===== config.mk =====
export PLATFORM = sky130hd
export DESIGN_NAME = sa6_code_detector
export DESIGN_NICKNAME = d
export VERILOG_FILES = /design/src/rtl/sa6_pkg.sv /design/src/rtl/sa6_code_match.sv /design/src/rtl/sa6_grouper.sv /design/src/rtl/sa6_persist.sv /design/src/rtl/sa6_code_detector.sv
export SDC_FILE = /design/constraint.sdc
export NUM_CORES = 1
export LEC_CHECK = 0
export ABC_AREA = 1
export CORE_MARGIN = 3
export CORE_UTILIZATION = 64
export DETAILED_ROUTE_END_ITERATION = 16
export PLACE_DENSITY = 0.84
export SLEW_MARGIN = 20
export SYNTH_ARGS = -nofsm -noshare
export SYNTH_HDL_FRONTEND = slang
export SYNTH_SLANG_ARGS = --single-unit

===== constraint.sdc =====
create_clock -name clk -period 3.36 [get_ports clk]
set_input_delay 0.504 -clock clk [delete_from_list [all_inputs] [get_ports clk]]
set_output_delay 0.504 -clock clk [all_outputs]
set_load 0.03 [all_outputs]

===== src/rtl/sa6_pkg.sv =====
package sa6_pkg;
   localparam int CODE_W  = 4;
   localparam int N_CODES = 5;

   // Alarm bit k belongs to SA6_CODES[k]; MSB is the first bit received.
   localparam logic [CODE_W-1:0] SA6_CODES [N_CODES] = '{
      4'b1000, 4'b1010, 4'b1100, 4'b1110, 4'b1111
   };
endpackage


===== src/rtl/sa6_code_match.sv =====
module sa6_code_match
   import sa6_pkg::*;
#(
   parameter int GRP_W     = CODE_W,
   parameter int NUM_CODES = N_CODES
) (
   input  logic [GRP_W-1:0]     nib,
   output logic [NUM_CODES-1:0] hit
);
   if (GRP_W != CODE_W) begin : g_bad_width
      $error("sa6_code_match: GRP_W must equal the code width");
   end
   if (NUM_CODES > N_CODES) begin : g_bad_count
      $error("sa6_code_match: NUM_CODES exceeds the code table");
   end

   for (genvar k = 0; k < NUM_CODES; k++) begin : g_cmp
      assign hit[k] = (nib == SA6_CODES[k]);
   end
endmodule


===== src/rtl/sa6_grouper.sv =====
module sa6_grouper #(
   parameter int GRP_W    = 4,
   parameter int RUN_LEN  = 3,
   parameter bit HAS_SYNC = 1'b1
) (
   input  logic                     clk,
   input  logic                     rst_n,
   input  logic                     flush,
   input  logic                     sync_mode,
   input  logic                     bit_valid,
   input  logic                     bit_in,
   input  logic                     smf_end,
   input  logic                     lock,
   output logic                     eval_stb,
   output logic [RUN_LEN*GRP_W-1:0] hist_o
);
   localparam int HW  = RUN_LEN * GRP_W;
   localparam int AFW = $clog2(HW + 1);
   localparam int PHW = (GRP_W > 2) ? $clog2(GRP_W) : 1;
   localparam int BCW = $clog2(GRP_W + 1);
   localparam int GFW = $clog2(RUN_LEN + 1);
   localparam logic [AFW-1:0] A_FULL  = AFW'(HW);
   localparam logic [AFW-1:0] A_READY = AFW'(HW - 1);
   localparam logic [PHW-1:0] PH_LAST = PHW'(GRP_W - 1);

   if (GRP_W < 2) begin : g_bad_grp
      $error("sa6_grouper: GRP_W must be at least 2");
   end
   if (RUN_LEN < 2) begin : g_bad_run
      $error("sa6_grouper: RUN_LEN must be at least 2");
   end

   // ---------------- free-running path: sliding bit window ----------------
   logic [HW-1:0]  a_hist;
   logic [HW-1:0]  a_next;
   logic [AFW-1:0] a_fill;
   logic [PHW-1:0] a_ph;
   logic           a_take;
   logic           a_ready;
   logic           a_stb;

   assign a_take  = bit_valid && !(HAS_SYNC && sync_mode);
   assign a_next  = {a_hist[HW-2:0], bit_in};
   assign a_ready = (a_fill >= A_READY);
   // Hunting: every bit. Locked: once per group, on the phase of the hit.
   assign a_stb   = a_take && a_ready && (!lock || (a_ph == PH_LAST));

   always_ff @(posedge clk or negedge rst_n) begin
      if (!rst_n) begin
         a_hist <= '0;
         a_fill <= '0;
         a_ph   <= '0;
      end else if (flush) begin
         a_hist <= '0;
         a_fill <= '0;
         a_ph   <= '0;
      end else if (a_take) begin
         a_hist <= a_next;
         if (a_fill != A_FULL) begin
            a_fill <= a_fill + 1'b1;
         end
         if (a_stb || (a_ph == PH_LAST)) begin
            a_ph <= '0;
         end else begin
            a_ph <= a_ph + 1'b1;
         end
      end
   end

   // ---------------- submultiframe path: boundary-locked groups -----------
   logic          s_stb;
   logic [HW-1:0] s_view;

   if (HAS_SYNC) begin : g_sync
      localparam logic [BCW-1:0] B_FULL  = BCW'(GRP_W);
      localparam logic [BCW-1:0] B_LAST  = BCW'(GRP_W - 1);
      localparam logic [GFW-1:0] G_FULL  = GFW'(RUN_LEN);
      localparam logic [GFW-1:0] G_READY = GFW'(RUN_LEN - 1);

      logic [GRP_W-1:0] s_nib;
      logic [GRP_W-1:0] s_nib_next;
      logic [BCW-1:0]   s_cnt;
      logic [HW-1:0]    s_hist;
      logic [HW-1:0]    s_hist_next;
      logic [GFW-1:0]   s_fill;
      logic             s_take;
      logic             s_full;
      logic             s_cap;

      assign s_take      = bit_valid && sync_mode;
      assign s_nib_next  = {s_nib[GRP_W-2:0], bit_in};
      assign s_full      = (s_cnt == B_LAST);
      assign s_cap       = s_take && smf_end && s_full;
      assign s_hist_next = {s_hist[HW-GRP_W-1:0], s_nib_next};
      assign s_stb       = s_cap && (s_fill >= G_READY);
      assign s_view      = s_hist_next;

      always_ff @(posedge clk or negedge rst_n) begin
         if (!rst_n) begin
            s_nib  <= '0;
            s_cnt  <= '0;
            s_hist <= '0;
            s_fill <= '0;
         end else if (flush) begin
            s_nib  <= '0;
            s_cnt  <= '0;
            s_hist <= '0;
            s_fill <= '0;
         end else if (s_take) begin
            s_nib <= s_nib_next;
            if (smf_end) begin
               s_cnt <= '0;
               if (s_full) begin
                  s_hist <= s_hist_next;
                  if (s_fill != G_FULL) begin
                     s_fill <= s_fill + 1'b1;
                  end
               end else begin
                  // Short or long submultiframe: the run is broken.
                  s_fill <= '0;
               end
            end else if (s_cnt != B_FULL) begin
               s_cnt <= s_cnt + 1'b1;
            end
         end
      end
   end else begin : g_async_only
      assign s_stb  = 1'b0;
      assign s_view = '0;
   end

   assign eval_stb = a_stb | s_stb;
   assign hist_o   = (HAS_SYNC && sync_mode) ? s_view : a_next;
endmodule


===== src/rtl/sa6_persist.sv =====
module sa6_persist
   import sa6_pkg::*;
#(
   parameter int GRP_W     = CODE_W,
   parameter int RUN_LEN   = 3,
   parameter int NUM_CODES = N_CODES
) (
   input  logic                     clk,
   input  logic                     rst_n,
   input  logic                     flush,
   input  logic                     eval_stb,
   input  logic [RUN_LEN*GRP_W-1:0] hist,
   output logic [NUM_CODES-1:0]     alarm,
   output logic                     active
);
   // grp[0] is the newest group, grp[RUN_LEN-1] the oldest.
   logic [GRP_W-1:0]     grp [RUN_LEN];
   logic [RUN_LEN-1:0]   same_v;
   logic [RUN_LEN-1:0]   diff_v;
   logic [NUM_CODES-1:0] hit;
   logic [GRP_W-1:0]     act_code;
   logic                 all_same;
   logic                 all_diff;
   logic                 take;
   logic                 drop;

   for (genvar i = 0; i < RUN_LEN; i++) begin : g_slice
      assign grp[i]    = hist[i*GRP_W +: GRP_W];
      assign same_v[i] = (grp[i] == grp[0]);
      assign diff_v[i] = (grp[i] != act_code);
   end

   sa6_code_match #(
      .GRP_W     (GRP_W),
      .NUM_CODES (NUM_CODES)
   ) u_match (
      .nib (grp[0]),
      .hit (hit)
   );

   assign active   = |alarm;
   assign all_same = &same_v;
   assign all_diff = active && (&diff_v);
   assign take     = eval_stb && (!active || all_diff) && all_same && (|hit);
   assign drop     = eval_stb && all_diff;

   always_ff @(posedge clk or negedge rst_n) begin
      if (!rst_n) begin
         alarm    <= '0;
         act_code <= '0;
      end else if (flush) begin
         alarm    <= '0;
         act_code <= '0;
      end else if (take) begin
         alarm    <= hit;
         act_code <= grp[0];
      end else if (drop) begin
         alarm    <= '0;
      end
   end
endmodule


===== src/rtl/sa6_code_detector.sv =====
module sa6_code_detector
   import sa6_pkg::*;
#(
   parameter int GRP_W     = CODE_W,
   parameter int RUN_LEN   = 3,
   parameter int NUM_CODES = N_CODES,
   parameter bit HAS_SYNC  = 1'b1
) (
   input  logic                 clk,
   input  logic                 rst_n,
   input  logic                 sync_mode_i,
   input  logic                 bfa_ok_i,
   input  logic                 mfa_ok_i,
   input  logic                 bit_valid_i,
   input  logic                 bit_i,
   input  logic                 smf_end_i,
   output logic [NUM_CODES-1:0] code_alarm_o
);
   localparam int HW = RUN_LEN * GRP_W;

   if (GRP_W != CODE_W) begin : g_bad_width
      $error("sa6_code_detector: GRP_W must equal the code width");
   end
   if (RUN_LEN < 2) begin : g_bad_run
      $error("sa6_code_detector: RUN_LEN must be at least 2");
   end

   logic          mode_q;
   logic          align_ok;
   logic          flush;
   logic          eval_stb;
   logic          lock;
   logic [HW-1:0] hist;

   assign align_ok = (HAS_SYNC && sync_mode_i) ? (bfa_ok_i && mfa_ok_i) : bfa_ok_i;
   assign flush    = !align_ok || (sync_mode_i != mode_q);

   always_ff @(posedge clk or negedge rst_n) begin
      if (!rst_n) begin
         mode_q <= 1'b0;
      end else begin
         mode_q <= sync_mode_i;
      end
   end

   sa6_grouper #(
      .GRP_W    (GRP_W),
      .RUN_LEN  (RUN_LEN),
      .HAS_SYNC (HAS_SYNC)
   ) u_group (
      .clk       (clk),
      .rst_n     (rst_n),
      .flush     (flush),
      .sync_mode (sync_mode_i),
      .bit_valid (bit_valid_i),
      .bit_in    (bit_i),
      .smf_end   (smf_end_i),
      .lock      (lock),
      .eval_stb  (eval_stb),
      .hist_o    (hist)
   );

   sa6_persist #(
      .GRP_W     (GRP_W),
      .RUN_LEN   (RUN_LEN),
      .NUM_CODES (NUM_CODES)
   ) u_persist (
      .clk      (clk),
      .rst_n    (rst_n),
      .flush    (flush),
      .eval_stb (eval_stb),
      .hist     (hist),
      .alarm    (code_alarm_o),
      .active   (lock)
   );
endmodule


Word level (Yosys, flattened, before mapping)
Cells that the tools add are included.
Widths: inputs -> output; s select.
- mux-type cells: 30
- add/subtract/negate cells: 4
- reductions and logical operators: 36
- $lt $le $gt $ge: 2
- equality and inequality tests: 17
- bitwise logic cells: 1
- operators by type and width (cell ; count):
    $mux 8 ; 4
    $mux 11 ; 2
    $eq 4x4->1 const B ; 5
    $mux 4 ; 5
    $mux 3 ; 6
    $mux 2 ; 8
    $mux 5 ; 3
    $logic_and 1x1->1 ; 13
    $mux 12 ; 1
    $ne 4x4->1 ; 3
    $reduce_bool 2->1 ; 6
    $reduce_or 5->1 ; 2
    $reduce_and 3->1 ; 3
    $eq 4x4->1 ; 2
    $ne 3x3->1 const B ; 2
    $reduce_and 2->1 ; 3
    $reduce_bool 3->1 ; 2
    $add 2x1->2 const B ; 2
    $add 4x1->4 const B ; 1
    $ge 4x4->1 const B ; 1
    $logic_or 1x1->1 ; 4
    $ne 4x4->1 const B ; 1
    $add 3x1->3 const B ; 1
    $eq 3x2->1 const B ; 1
    other kinds (7) ; 9
- flip-flop bits (word level): 43
- input port bits: 8

Longest topological paths before layout
Gate-level depths: netlist of the first run.
- depth after elaboration: 10
- mapped depth: 14
- mapped depth without buffers: 14

By module
Synthesis of the first run repeated with hierarchy kept, for this count alone.
- cell total of the unflattened synthesis: 361
- area total of the unflattened synthesis: 2563.7 µm²
- by module, submodules not included (module ; instances ; sequential area each (µm²) ; cells each ; area an instance (µm²)):
    sa6_grouper ; 1 ; 825.8 ; 213 ; 1724.2
    sa6_persist ; 1 ; 225.2 ; 129 ; 745.7
    sa6_code_match ; 1 ; 0.0 ; 13 ; 48.8
    sa6_code_detector ; 1 ; 25.0 ; 6 ; 45.0

Worst setup path after synthesis of the first run
No wires, ideal clock.
- path kind: input to register
- start point: input port sync_mode_i
- end point: register u_persist.act_code[1]
- arrival: 1.594 ns
- path slack: 1.701 ns
- stages: 10
- path buffers: 1
- path through: buf_4 -> o21ai_0 -> nand3_1 -> o21ai_1 -> nand3_1 -> nor2_2 -> nand2_4 -> nor2_2 -> nand2_1 -> nand2_1
- word-level cells in the longest chain between the ends: 9
- RTL lines (element ; RTL line ; RTL):
    start: declaration ; sa6_code_detector.sv:11 ; input logic sync_mode_i,
    $mux 12 (tied with other cells) ; sa6_grouper.sv:133 ; assign hist_o = (HAS_SYNC && sync_mode) ? s_view : a_next;
    $ne 4x4->1 (tied with other cells) ; sa6_persist.sv:30 ; assign diff_v[i] = (grp[i] != act_code);
    $reduce_and 3->1 (tied with other cells) ; sa6_persist.sv:43 ; assign all_diff = active && (&diff_v);
    $logic_and 1x1->1, on equally long branches ; sa6_persist.sv:43, sa6_grouper.sv:95, sa6_grouper.sv:46 ;
    $logic_or 1x1->1 / $or 1x1->1 (equally long branches) ; sa6_persist.sv:44, sa6_grouper.sv:132 ;
    $logic_and 1x1->1 (3 in series) ; sa6_persist.sv:44 ; assign take = eval_stb && (!active || all_diff) && all_same && (|hit);
    $reduce_bool 2->1 (no source line) ; -- ;
    end signal: assignment ; sa6_persist.sv:56 ; act_code <= grp[0];
    end: declaration ; sa6_persist.sv:21 ; logic [GRP_W-1:0] act_code;
Several ways; a longest one is shown, not always the timed one. The select of a mux whose other input is x is not followed.
A chain may end at the register's enable or synchronous reset.

Worst setup path after layout of the first run
- start point: input port sync_mode_i
- end point: register u_group.a_ph[1]
- word-level cells in the longest chain between the ends: 8
- RTL lines (element ; RTL line ; RTL):
    $logic_not 1->1 ; sa6_grouper.sv:42 ; assign a_take = bit_valid && !(HAS_SYNC && sync_mode);
    $logic_and 1x1->1 ; sa6_grouper.sv:42 ;
    $logic_and 1x1->1 (2 in series) ; sa6_grouper.sv:46 ; assign a_stb = a_take && a_ready && (!lock || (a_ph == PH_LAST));
    $logic_or 1x1->1 ; sa6_grouper.sv:62 ; if (a_stb || (a_ph == PH_LAST)) begin
    $mux 2 ; sa6_grouper.sv:62 ;
    $mux 2 ; sa6_grouper.sv:57 ; end else if (a_take) begin
    $mux 2 ; sa6_grouper.sv:53 ; end else if (flush) begin
    end signal: assignment ; sa6_grouper.sv:65 ; a_ph <= a_ph + 1'b1;
    end: declaration ; sa6_grouper.sv:37 ; logic [PHW-1:0] a_ph;
Several ways; a longest one is shown, not always the timed one. The select of a mux whose other input is x is not followed.

==> results of run 1 <==
-- power groups by stage --
stage	clock network (mW)	registers [mW]	logic [mW]
2_1_floorplan	0	0.534	0.0469
3_3_place_gp	0	0.534	0.0724
3_5_place_dp	0	0.534	0.0741
4_1_cts	0.326	0.524	0.0742
5_1_grt	0.351	0.525	0.0838
6_report	0.318	0.524	0.0740
-- layout make-up --
class                           count  area, um^2
Inverter                           45         169
Fill cell                         309        1000
Sequential cell                    43        1080
Clock buffer                        5        68.8
Timing Repair Buffer               13         123
Clock inverter                      3        15.0
Multi-Input combinational cell    244        1200
Tap cell                           48        60.1
-- per-layer routing --
| metal | GRT usage | vias up |
|---|---|---|
| met2 | 0.427 | 69 |
| met5 | 0 | - |
| li1 | - | 1137 |
| met4 | 0.127 | 0 |
| met3 | 0.0739 | 21 |
| met1 | 0.370 | 1036 |
-- through the flow --
step	std cells	hold WS [ps]	setup slack (ps)	utilization	power, mW
floorplan	340	208	1700	-	0.581
global placement	393	518	638	0.708	0.607
detailed placement	393	530	577	0.708	0.608
CTS	401	382	877	0.730	0.925
global route	401	406	549	0.730	0.960
finish	401	336	869	0.730	0.916
-- sequential cells by signal, indices dropped and copies added (netlist names) --
register and flops:
mode_q 1, u_group.a_fill 4, u_group.a_hist 11, u_group.a_ph 2, u_group.g_sync.s_cnt 3, u_group.g_sync.s_fill 2
u_group.g_sync.s_hist 8, u_group.g_sync.s_nib 3, u_persist.act_code 4, u_persist.alarm 5
-- cells by family (layout without fill, tap and decap cells) --
logic type	after synthesis	in the layout	share of synthesized area
adders and majority gates	8	8	0.0401
DFF	43	43	0.431
buffers and inverters	53	66	0.0872
and+or+nand+nor	188	188	0.327
AOI/OAI and AO/OA	46	46	0.108
xor gates and xnor gates	2	2	0.00702
-- cell usage in the layout (no fill, tap or decap), types with 2 or more instances in the layout --
cell,synthesis,routed
inv_1,43,43
clkdlybuf4s50_1,0,11
clkinv_2,0,3
nor2_2,4,4
nand4_1,13,13
nand2_1,108,108
clkbuf_8,0,5
o21ai_1,6,6
nand3_1,31,31
nand2_2,4,4
o22ai_1,19,19
ha_1,8,8
a21oi_1,4,4
o21ai_0,12,12
inv_2,2,2
nor3_1,2,2
dfrtp_1,43,43
nor2_1,22,22
-- path summary, 6_finish.rpt --
| path | to | depth (start not counted) | start |
|---|---|---|---|
| max reg2reg | u_persist.alarm[4] | 9 | u_group.g_sync.s_cnt[0] |
| max in group asynchronous | u_group.g_sync.s_nib[0] | 1 | rst_n |
| min in group clk | u_group.g_sync.s_cnt[0] | 1 | u_group.g_sync.s_cnt[0] |
| min | u_group.a_hist[8] | 1 | rst_n |
| max | u_group.a_ph[1] | 8 | sync_mode_i |
| min reg2reg | u_group.g_sync.s_cnt[0] | 1 | u_group.g_sync.s_cnt[0] |
-- worst reg2reg max path, cell delays in order, from the launching register on --
cell,delay (ps)
dfrtp_1,400
ha_1,160
ha_1,180
inv_1,80
nor2_1,140
o21ai_0,210
a21boi_0,230
nand4_1,220
nand4_1,160
nand2_1,70
==> flow_metrics.tcl, run 1 <==
set metrics [dict create \
    rsz0062_at_grt "false" \
    die_h_um 68.5 \
    combPwrFrac 0.081 \
    num_rows 22 \
    p_per_area_nw_per_um2 338 \
    clock_latency_ps 300 \
    wire_per_inst_um 14.0 \
    seqPwrFrac 0.572 \
    crit_arrival_ps 2730 \
    finalMaxSlewViolations 0 \
    ff2ff_setup_slack_ps 1390 \
    fmax_ghz 0.401 \
    post-dp-hpwl_um 4240 \
    ys_ff_latch 43 \
    yosysMostFrequentCell "nand2_1" \
    avgSynthCellArea_um2 7.34 \
    synth_largest_area_cell "dfrtp_1" \
    worstHoldPathType "input port to asynchronous set/reset pin" \
    critPathTopFamily "buffers and inverters" \
    cp_cell_sequence "clkdlybuf4s50_1 > nand3_1 > o21ai_1 > nand2_2 > inv_2 > nand2_1 > nor2_1 > a32o_1" \
    synth_cell_types 30 \
    finalHoldViolCount 0 \
    antenna_found_initial 0 \
    ys_top_cells_by_area "dfrtp_1 (43%), nand2_1 (16%), inv_1 (6.5%)" \
    crit_type "input port to flop" \
    clockBufferDepth 2 \
    dpl-instance-area_um2 2630 \
    fp.dieW_um 68.5 \
    dr.first_iter.drc_count 234 \
    final_area_um2 2710 \
    synth_fp_nets 356 \
    max_stage_delay_ps 740 \
    io_pins 13 \
    area_growth_syn_to_layout_pct 8.72 \
    skew_ps 11.7 \
    fin_nets 368 \
    met1_length_um 2510 \
    start_kind "input port" \
    synth_common_cells "nand2_1 (108), dfrtp_1 (43), inv_1 (43)" \
    critPathRequiredTime_ps 3600 \
    synthArstFlopShare 1.00 \
    min_period_over_period 0.741 \
    cell_internal_pwr_mw 0.684 \
    outcome "finished, final reports clean" \
    path_clk_slew_ps 80 \
    clkPwrFrac 0.347 \
    synth-edff-count 0 \
    core-area_um2 3720 \
    grt_pass1_vias 2093 \
    tns_ps 0 \
    drv_cap 0 \
    irDropWorstVdd_v 0.000284 \
    initial_core_util 0.672 \
    drtAntennaViolNets 0 \
    cp_slowest_cell "clkdlybuf4s50_1" \
    yosysWarnings 0 \
    synth_top_area_share 0.431 \
    grt_overflow 0 \
    period_needed_ps 2490 \
    via_per_inst 5.64 \
    num_vias 2263 \
    worstMarginPinSlew_ps 940 \
    cts_tree "yes" \
    numCtsBuffers 5 \
    ctsResizeCount 0 \
    switching_share 0.253 \
    grt_pass1_wl_um 9520 \
    p_switching_mw 0.232 \
    gp_congestion 0.983 \
    drc 0 \
    final_layout_size_suffix_gt1_frac 0.0623 \
    grt_usage 0.279 \
    clock-root-buffer "clkbuf_8" \
    top_layer "met4" \
    critPathBufInv 2 \
    p_leak_nw 1.31 \
    design.die.area_um2 4690 \
    endpoint_kind "flop" \
    totalWireLength_um 5620 \
    ys.flop_type "dfrtp_1" \
    ys_seq_area_frac 0.431 \
    syn_inst 340 \
    wl_met2_um 2580 \
    path_max_fanout 25 \
    h-tree-depth 2 \
    drt-pass1-iter-count 5 \
    io_buffers 12 \
    worst_slew_margin_rel 0.374 \
    cts_hold_buf 0 \
    met3WireLength_um 360 \
    grt_max_degree 44 \
    setup_viol 0 \
    n_antenna_cell 0 \
    cts_sinks 43 \
    synthesis.area_um2 2500 \
    cts_setup_buffers 0 \
]
Power figures use the tool's default switching activity.
==> run 2, diff against run 1 <==
- CORE_UTILIZATION: 64 -> 54
- PLACE_DENSITY: 0.84 -> 0.76
- clock period: 3.36 -> 2.2 ns (I/O delays scaled with it)
==> run 2 against run 1 <==
  * Total power increased by 63%
  * Clock-buffer cell count rose by 3
  * Global-route usage down 5.4 points
  * Critical endpoint is now u_persist.alarm[2]
  * Sequential cell count did not move
  * Worst setup slack got worse by 640 ps
  * Sequential share of layout area fell by 2.0 points
  * Worst hold slack better by 190 ps
  * Final cell count grew 4.5%
==> flow_metrics.tcl, run 2 (synthesis results as in run 1) <==
set metrics [dict create \
    crit_type "flop to flop" \
    worst_slew_margin_rel 0.730 \
    fp.dieW_um 74.0 \
    start_kind "flop" \
    drtAntennaViolNets 0 \
    clockBufferDepth 2 \
    min_period_over_period 0.894 \
    critPathBufInv 1 \
    h-tree-depth 2 \
    path_clk_slew_ps 90 \
    n_antenna_cell 0 \
    place_inst 410 \
    gp_congestion 0.968 \
    top_register "u_group.a_hist" \
    max_stage_delay_ps 390 \
    combPwrFrac 0.088 \
    period_needed_ps 1970 \
    die_h_um 74.0 \
    grt_pass1_vias 2162 \
    core-area_um2 4410 \
    finalHoldViolCount 0 \
    drv_cap 0 \
    largest_reg_flops 11 \
    p_leak_nw 1.38 \
    seqPwrFrac 0.537 \
    cell_internal_pwr_mw 1.13 \
    final_core_util 0.647 \
    skew_ps 10.4 \
    num_rows 24 \
    fmax_ghz 0.508 \
    drc 0 \
    endpoint_kind "flop" \
    num_vias 2254 \
    worstMarginPinSlew_ps 404 \
    totalWireLength_um 5490 \
    finalMaxSlewViolations 0 \
    post-dp-hpwl_um 4150 \
    total_power_mw 1.49 \
    grt_overflow 0 \
    grt_max_degree 44 \
    clkPwrFrac 0.375 \
    antenna_found_initial 0 \
    critPathTopFamily "simple AND/OR/NAND/NOR gates" \
    final_cell_mix "nand2_1 (108), inv_1 (43), dfrtp_1 (43)" \
    final_layout_size_suffix_gt1_frac 0.0926 \
    numCtsBuffers 5 \
    design.die.area_um2 5470 \
    p_switching_mw 0.360 \
    setup_viol 0 \
    final_common_cell "nand2_1" \
    drt-pass1-iter-count 4 \
    instances_no_fill 419 \
    cts_setup_buffers 0 \
    initial_core_util 0.565 \
    grt_pass1_wl_um 9550 \
    io_pins 13 \
    p_per_area_nw_per_um2 522 \
    clock_latency_ps 300 \
    area_growth_syn_to_layout_pct 14.4 \
    path_max_fanout 5 \
    cts_sinks 43 \
    irDropWorstVdd_v 0.000442 \
    cp_slowest_cell "dfrtp_1" \
    grt_usage 0.225 \
    fin_nets 382 \
    io_buffers 12 \
    cts_tree "yes" \
    switching_share 0.242 \
    outcome "finished, final reports clean" \
    wire_per_inst_um 13.1 \
    via_per_inst 5.38 \
    rsz0062_at_grt "false" \
    worstHoldPathType "input port to asynchronous set/reset pin" \
    dr.first_iter.drc_count 123 \
    clock-root-buffer "clkbuf_8" \
    cp_cell_sequence "ha_1 > ha_1 > inv_1 > nor2_1 > o21ai_0 > a21boi_0 > nand4_1 > nand4_1 > nand2_1" \
    critPathRequiredTime_ps 2390 \
    largestRegisters "u_group.a_hist: 11 flops, u_group.g_sync.s_hist: 8 flops, u_persist.alarm: 5 flops" \
    crit_arrival_ps 2150 \
]
==> run 2: cell type report <==
class	count	area, um^2
repair buffers	27	243
inverters	45	169
well taps	52	65.1
multi-input cells	244	1200
flip-flops and latches	43	1080
clock buffers	8	100
fillers	398	1560
==> run 2: power groups by stage <==
stage | clock network, mW | registers (mW) | logic [mW]
finish | 0.558 | 0.800 | 0.131
floorplan | 0 | 0.815 | 0.0716
global route | 0.592 | 0.801 | 0.148
global placement | 0 | 0.816 | 0.130
detailed placement | 0 | 0.816 | 0.131
CTS | 0.565 | 0.800 | 0.133
==> run 2: final timing paths <==
check                                           endpoint  slack [ps]  depth (start not counted)               startpoint
worst max-delay path                  u_persist.alarm[2]         230                          9  u_group.g_sync.s_cnt[0]
worst min-delay path                   u_group.a_hist[2]         530                          3                    rst_n
worst max register to register        u_persist.alarm[2]         230                          9  u_group.g_sync.s_cnt[0]
worst min register to register   u_group.g_sync.s_cnt[0]         540                          1  u_group.g_sync.s_cnt[0]
max in group asynchronous       u_group.g_sync.s_hist[1]        1440                          3                    rst_n
min in group clk                 u_group.g_sync.s_cnt[0]         540                          1  u_group.g_sync.s_cnt[0]
==> run 2: worst min-delay path, stage by stage <==
cell	delay, ps
dlygate4sd3_1	530
buf_2	120
buf_12	230
==> run 2: per-stage QoR <==
step / hold WS [ps] / setup TNS, ps / worst slack (ps) / cell area (um^2)
after floorplan: 34.4 / 0 / 622 / 2500
after global placement: 321 / -180 / -48.0 / 2750
after detailed placement: 326 / -439 / -78.4 / 2750
after CTS: 542 / 0 / 240 / 2860
after global routing: 562 / 0 / 24.7 / 2860
final: 530 / 0 / 232 / 2860
==> run 2: timing repair <==
| action | 4_1_cts | 5_1_grt |
|---|---|---|
| gates resized for setup | 0 | 0 |
| endpoints found under the hold margin | 6 | 0 |
| endpoints found under the setup margin | 0 | 0 |
| hold buffers | 1 | 0 |
==> run 2: per-layer routing <==
metal	wire (um)	vias to the layer above	share of wire	track usage
li1	-	1159	-	-
met5	0	-	0	0
met3	181	11	0.033	0.0405
met4	122	0	0.022	0.0744
met1	2680	1048	0.49	0.310
met2	2510	36	0.46	0.362
